### src/rtl/vlseq_pkg.sv
package vlseq_pkg;

    localparam int FIELD_W  = 6;
    localparam int SUB_W    = 2;
    localparam int WORD_W   = 32;
    localparam int SUB_MAX  = 1 << SUB_W;

    // Packed layout, MSB first: reserved, sub offset, sub count-1,
    // destination offset, source offset, length-1, max length-1.
    typedef struct packed {
        logic [3:0]         rsvd;
        logic [SUB_W-1:0]   svo;
        logic [SUB_W-1:0]   subcnt;
        logic [FIELD_W-1:0] dst;
        logic [FIELD_W-1:0] src;
        logic [FIELD_W-1:0] len;
        logic [FIELD_W-1:0] maxlen;
    } vstate_t;

    typedef enum logic [1:0] {
        SEL_MAXLEN = 2'd0,
        SEL_LEN    = 2'd1,
        SEL_SUBCNT = 2'd2,
        SEL_WORD   = 2'd3
    } csr_sel_e;

endpackage

### src/rtl/vlseq_len_clamp.sv
// Turns a requested length into a minus-one field bounded by a ceiling field.
module vlseq_len_clamp #(
    parameter int REQ_W = 32,
    parameter int FW    = 6
) (
    input  logic [REQ_W-1:0] req_len,
    input  logic [FW-1:0]    ceil_field,
    output logic [FW-1:0]    len_field
);

    logic [REQ_W-1:0] ceil_len;
    logic [REQ_W-1:0] req_m1;

    assign ceil_len = REQ_W'(ceil_field) + REQ_W'(1);
    assign req_m1   = req_len - REQ_W'(1);

    always_comb begin
        if (req_len == '0) begin
            len_field = '0;
        end else if (req_len > ceil_len) begin
            len_field = ceil_field;
        end else begin
            len_field = FW'(req_m1);
        end
    end

endmodule

### src/rtl/vlseq_sanitize.sv
// Brings any candidate state word back into its legal ranges.
module vlseq_sanitize
    import vlseq_pkg::*;
#(
    parameter int XLEN = 64
) (
    input  vstate_t raw,
    output vstate_t clean
);

    localparam logic [FIELD_W-1:0] MAX_FIELD = FIELD_W'(XLEN - 1);

    logic [FIELD_W-1:0] maxlen_c;
    logic [FIELD_W-1:0] len_c;

    assign maxlen_c = (raw.maxlen > MAX_FIELD) ? MAX_FIELD : raw.maxlen;
    assign len_c    = (raw.len > maxlen_c) ? maxlen_c : raw.len;

    always_comb begin
        clean        = raw;
        clean.rsvd   = '0;
        clean.maxlen = maxlen_c;
        clean.len    = len_c;
        if (raw.src > len_c) begin
            clean.src = '0;
        end
        if (raw.dst > len_c) begin
            clean.dst = '0;
        end
        if (raw.svo > raw.subcnt) begin
            clean.svo = '0;
        end
    end

endmodule

### src/rtl/vlseq_stepper.sv
// One issue of the nested loop: inner sub-vector level first, then elements.
module vlseq_stepper
    import vlseq_pkg::*;
(
    input  vstate_t cur,
    output vstate_t nxt,
    output logic    wrap
);

    logic sub_last;
    logic elem_last;

    assign sub_last  = (cur.svo == cur.subcnt);
    assign elem_last = (cur.dst >= cur.len);

    always_comb begin
        nxt  = cur;
        wrap = 1'b0;
        if (!sub_last) begin
            nxt.svo = cur.svo + SUB_W'(1);
        end else begin
            nxt.svo = '0;
            if (elem_last) begin
                nxt.dst = '0;
                nxt.src = '0;
                wrap    = 1'b1;
            end else begin
                nxt.dst = cur.dst + FIELD_W'(1);
                nxt.src = cur.src + FIELD_W'(1);
            end
        end
    end

endmodule

### src/rtl/vl_loop_seq.sv
module vl_loop_seq
    import vlseq_pkg::*;
#(
    parameter int XLEN = 64
) (
    input  logic        clk,
    input  logic        rst_n,
    input  logic [1:0]  csr_sel,
    input  logic        wr_en,
    input  logic        wr_imm,
    input  logic [31:0] wr_data,
    output logic [31:0] rd_data,
    output logic        illegal,
    input  logic        step,
    input  logic        trap_enter,
    input  logic        trap_exit,
    output logic [31:0] state_word,
    output logic [5:0]  dest_offs,
    output logic [5:0]  src_offs,
    output logic [1:0]  sub_offs,
    output logic        done
);

    localparam logic [FIELD_W-1:0] MAX_FIELD = FIELD_W'(XLEN - 1);

    typedef struct packed {
        vstate_t live;
        vstate_t saved;
        logic    done;
        logic    ill;
    } regs_t;

    regs_t regs_d, regs_q;

    logic [WORD_W-1:0]  req_len;
    logic [FIELD_W-1:0] maxlen_new;
    logic [FIELD_W-1:0] len_new;
    logic               sub_ok;
    vstate_t            cand;
    vstate_t            cand_clean;
    vstate_t            stepped;
    logic               step_wrap;
    csr_sel_e           sel;

    assign sel     = csr_sel_e'(csr_sel);
    assign req_len = wr_imm ? (WORD_W'(wr_data[4:0]) + WORD_W'(1)) : wr_data;
    assign sub_ok  = (wr_data >= 32'd1) && (wr_data <= 32'(SUB_MAX));

    vlseq_len_clamp #(.REQ_W(WORD_W), .FW(FIELD_W)) u_maxlen_clamp (
        .req_len    (req_len),
        .ceil_field (MAX_FIELD),
        .len_field  (maxlen_new)
    );

    vlseq_len_clamp #(.REQ_W(WORD_W), .FW(FIELD_W)) u_len_clamp (
        .req_len    (req_len),
        .ceil_field (regs_q.live.maxlen),
        .len_field  (len_new)
    );

    always_comb begin
        cand = regs_q.live;
        case (sel)
            SEL_MAXLEN: cand.maxlen = maxlen_new;
            SEL_LEN:    cand.len    = len_new;
            SEL_SUBCNT: if (sub_ok) cand.subcnt = SUB_W'(wr_data - 32'd1);
            default:    cand = vstate_t'(wr_data);
        endcase
    end

    vlseq_sanitize #(.XLEN(XLEN)) u_sanitize (
        .raw   (cand),
        .clean (cand_clean)
    );

    vlseq_stepper u_stepper (
        .cur  (regs_q.live),
        .nxt  (stepped),
        .wrap (step_wrap)
    );

    // Next-state: trap swap, then write, then step.
    always_comb begin
        regs_d      = regs_q;
        regs_d.done = 1'b0;
        regs_d.ill  = 1'b0;
        if (trap_enter || trap_exit) begin
            regs_d.live  = regs_q.saved;
            regs_d.saved = regs_q.live;
        end else if (wr_en) begin
            if ((sel == SEL_SUBCNT) && !sub_ok) begin
                regs_d.ill = 1'b1;
            end else begin
                regs_d.live = cand_clean;
            end
        end else if (step) begin
            regs_d.live = stepped;
            regs_d.done = step_wrap;
        end
    end

    always_ff @(posedge clk or negedge rst_n) begin
        if (!rst_n) begin
            regs_q <= '0;
        end else begin
            regs_q <= regs_d;
        end
    end

    always_comb begin
        case (sel)
            SEL_MAXLEN: rd_data = WORD_W'(regs_q.live.maxlen) + WORD_W'(1);
            SEL_LEN:    rd_data = WORD_W'(regs_q.live.len) + WORD_W'(1);
            SEL_SUBCNT: rd_data = WORD_W'(regs_q.live.subcnt) + WORD_W'(1);
            default:    rd_data = regs_q.live;
        endcase
    end

    assign state_word = regs_q.live;
    assign dest_offs  = regs_q.live.dst;
    assign src_offs   = regs_q.live.src;
    assign sub_offs   = regs_q.live.svo;
    assign done       = regs_q.done;
    assign illegal    = regs_q.ill;

endmodule

### config.mk
export PLATFORM = sky130hd
export DESIGN_NAME = vl_loop_seq
export DESIGN_NICKNAME = d
export VERILOG_FILES = /design/src/rtl/vlseq_pkg.sv /design/src/rtl/vlseq_len_clamp.sv /design/src/rtl/vlseq_sanitize.sv /design/src/rtl/vlseq_stepper.sv /design/src/rtl/vl_loop_seq.sv
export SDC_FILE = /design/constraint.sdc
export NUM_CORES = 1
export LEC_CHECK = 0
export BUFFER_PORTS_ARGS = -buffer_cell sky130_fd_sc_hd__buf_2
export CAP_MARGIN = 20
export CORE_AREA = 2 2 101 103
export CTS_CLUSTER_DIAMETER = 60
export DETAILED_ROUTE_END_ITERATION = 8
export DIE_AREA = 0 0 103 105
export MAX_ROUTING_LAYER = met4
export PLACE_DENSITY = 0.95
export SETUP_SLACK_MARGIN = 0.4
export SLEW_MARGIN = 0
export SYNTH_ARGS = -nofsm -noshare
export SYNTH_HDL_FRONTEND = slang
export SYNTH_SLANG_ARGS = --single-unit
### constraint.sdc
create_clock -name clk -period 8.9 [get_ports clk]
set_input_delay 0.445 -clock clk [delete_from_list [all_inputs] [get_ports clk]]
set_output_delay 0.445 -clock clk [all_outputs]
set_load 0.02 [all_outputs]
==> metrics.md <==
| Metric | Value |
|---|---|
| Starting density of the core | 0.603 |
| Capturing point of the worst reg2reg path | src_offs[2]$_DFFE_PN0P_ |
| Cell-internal power | ~0.77 mW |
| Logic pwr share | 0.461 |
| Ys flop type | dfrtp_1 |
| Period minus WS final | 6.83 ns |
| Synthesized Nets | 831 |
| DIE WIDTH | 103 um |
| WS Path Type | reg2reg |
| Critical Path Fanout Max | 21 |
| Cell count after synthesis | ~750 |
| Max Slew Vio Count | 0 |
| Largest net degree at the start of global routing | 89 |
| Worst slew pin tran | between 1 and 1.5 ns |
| Skew final | between 0.008 and 0.009 ns |
| Seq/Total Area, Yosys | 0.284 |
| Post-CTS resize count | 0 |
| Final instance area | approximately 0.0063 mm^2 |
| Dpl ws | a little under 2 ns |
| Distinct cells, synth | slightly below 70 |
| Non-Filler Instances | 934 |
| CP max-delay cell | dfrtp_1 |
| Share of layout cells above drive strength 1 | 0.216 |
| Ys async rst share | 1.00 |
| Sequential power share | 0.329 |
| WL/cell | 18.1 um |
| Family with the most delay on the worst path | compound AO/OA/AOI/OAI gates |
| First-pass GRT wire length | 27100 um |
| CP endpoint kind | register |
| Setup-failing EPs final | 0 |
| Fin worst setup slack | 2.07 ns |
| P_leak | between 3 and 4 nW |
| Setup TNS | 0 ns |
| Core area | 0.00964 mm^2 |
| FILL cells | between 800 and 900 |
| Syn. warnings | 0 |
| Placed insts | 918 |
| Vias post-DR | 5780 |
| Gp weighted congestion | 1.01 |
| Iter 0 DRT Violations | roughly 740 |
| Ports | 121 |
| Max-cap viol count | 0 |
| Global Route Usage Sum | 0.325 |
| Reg2reg path depth | 25 |
| Period utilisation layout | 0.767 |
| Most frequent cells in the layout | 130 x nand2_1, 120 x buf_2, 76 x o21ai_0 |
| Clock sinks | 66 |
| Worst path bufs/invs | 0 |
| Clock-pin slew on the worst setup and hold paths | 0.08 ns |
| Clk pwr share | 0.210 |
| Rows | 36 |
| CTS tree | done |
| Worst slew margin | 0.326 |
| PortBufs | 120 |
| Net Sw Frac | 0.447 |
| Gr ovfl total | 0 |
| Data arrival time of the critical path | 7.09 ns |
| Sw power | approximately 0.62 mW |
| H-tree depth | 3 |
| Register bit total from synthesis | 66 |
| R2R Setup Slk | 2.07 ns |
| Die height | approximately 110 um |
| Clock Path Buffers | 2 |
| Worst r2r src | state_word[2]$_DFFE_PN0P_ |
| # Post-CTS Setup Buffers | 0 |
| Hold_buf cts | 0 |
| Placed inst area | 0.00612 mm^2 |
| DRT antenna net count | 0 |
| P per Cell Area | around 220 mW/mm^2 |
| Hold Fails Final Rpt | 0 |
| Required @ worst endpoint | 9.16 ns |
| CTS Root Cell | clkbuf_8 |
| Final net count | 882 |
| Outcome | finished clean |
| RSZ-0062 raised after global routing | no |
| DRT Wirelength | between 15000 and 20000 um |
| Drt via density | approximately 6.2 |
| VDD IR max | roughly 0.00013 V |
| CP peak stage delay | about 0.63 ns |
| Vias in the first global route | 5379 |
| Area grow syn2layout | 9.24% |
| Dpl hpwl | 12100 um |
| Startpoint Class | register |
| Most common cell after layout, fill and taps aside | nand2_1 |
| Antenna violations before repair | 0 |
| Number of flops mapped to enable cells by yosys | 0 |
| Post-Syn Area per Cell | about 7.8 um^2 |
| Detailed Routing Iterations Pass 1 | 5 |
| Total CTS buffers | 9 |
| Clock latency on the worst-skew pair | 0.35 ns |
| Hold Crit Class | in2async |
| Cell Area, Synth | 0.00581 mm^2 |
| DRC | 0 |
| Die ar. | 0.0108 mm^2 |
| Antenna diode count | 0 |
| F_max | roughly 0.15 GHz |
## area by class of cell
| class | count | area, um^2 | share of cell area |
|---|---|---|---|
| clock inverter | 7 | 100 | 0.0158 |
| timing repair buffer | 125 | 638 | 0.101 |
| multi-input combinational | 559 | 3540 | 0.557 |
| clock buffer | 9 | 124 | 0.0195 |
| inverter | 35 | 131 | 0.0207 |
| sequential | 66 | 1650 | 0.260 |
| tap | 133 | 166 | 0.0262 |
## logic make-up (layout without fill, tap and decap cells)
logic type | count (synthesis) | count (layout) | share of synthesized area
buf+inv | 120 | 176 | 0.109
xor+xnor | 23 | 23 | 0.0347
compound gates | 200 | 200 | 0.222
fa+ha+maj | 46 | 46 | 0.0988
mux | 19 | 19 | 0.0351
simple gates | 271 | 271 | 0.217
flops | 66 | 66 | 0.284
## synthesized netlist by cell type (7+ instances only)
library cell,instances,share of area
a21o_1,11,0.014
a21oi_1,33,0.028
a221oi_1,8,0.012
a31oi_1,9,0.0097
and2_1,19,0.020
and3_1,7,0.0075
buf_4,46,0.059
clkbuf_1,32,0.021
dfrtp_1,66,0.28
ha_1,45,0.097
inv_1,34,0.022
mux2_2,11,0.021
mux2i_1,8,0.014
nand2_1,130,0.084
nand3_1,22,0.019
nor2_1,42,0.027
nor2b_1,9,0.0097
nor3_1,7,0.0060
o21ai_0,76,0.065
o22ai_1,8,0.0086
xnor2_1,15,0.023
xor2_1,8,0.012
## power by group through the flow
stage | clock network (mW) | logic [mW] | registers [mW]
6_report | 0.292 | 0.642 | 0.457
5_1_grt | 0.305 | 0.708 | 0.466
4_1_cts | 0.291 | 0.635 | 0.454
3_5_place_dp | 0 | 0.628 | 0.459
3_3_place_gp | 0 | 0.610 | 0.457
2_1_floorplan | 0 | 0.530 | 0.423
## worst register-to-register path: cells and delay by family, from the launching register on
kind,cells,cell delay [ns]
XOR/XNOR,1,0.19
adder cells (fa/ha/maj),3,0.94
AO/OA/AOI/OAI,12,3.34
AND/OR/NAND/NOR,9,1.63
flip-flops,1,0.63
## worst max path at each step
stage                              start                 endpoint  slack (ns)  cells after the start
2_1_floorplan                     wr_imm  src_offs[2]$_DFFE_PN0P_        2.78                     28
3_3_place_gp                  wr_data[0]  src_offs[4]$_DFFE_PN0P_        2.18                     26
3_5_place_dp                  wr_data[0]  src_offs[2]$_DFFE_PN0P_        1.92                     26
4_1_cts                       wr_data[0]  src_offs[2]$_DFFE_PN0P_        2.27                     26
5_1_grt                       wr_data[0]  src_offs[2]$_DFFE_PN0P_        1.81                     26
6_report       state_word[2]$_DFFE_PN0P_  src_offs[2]$_DFFE_PN0P_        2.07                     25
## state kept, by name (all words and copies together) (netlist names)
register	cells
state_word	18
done	1
illegal	1
src_offs	6
sub_offs	2
regs_q	32
dest_offs	6
## per-layer routing
metal	GRT usage	vias to the layer above	share of wire
met4	0.143	0	0.044
met5	-	-	0
met3	0.0482	76	0.099
met1	0.434	2646	0.40
li1	-	2677	-
met2	0.487	381	0.46
## through the flow
step                      power, mW   util  hold slack [ns]
after floorplan               0.953      -            0.149
after global placement         1.07  0.635            0.444
after detailed placement       1.09  0.635            0.450
after CTS                      1.38  0.658            0.303
after global routing           1.48  0.658            0.348
final                          1.39  0.658            0.274
(Power assumes the default switching activity.)
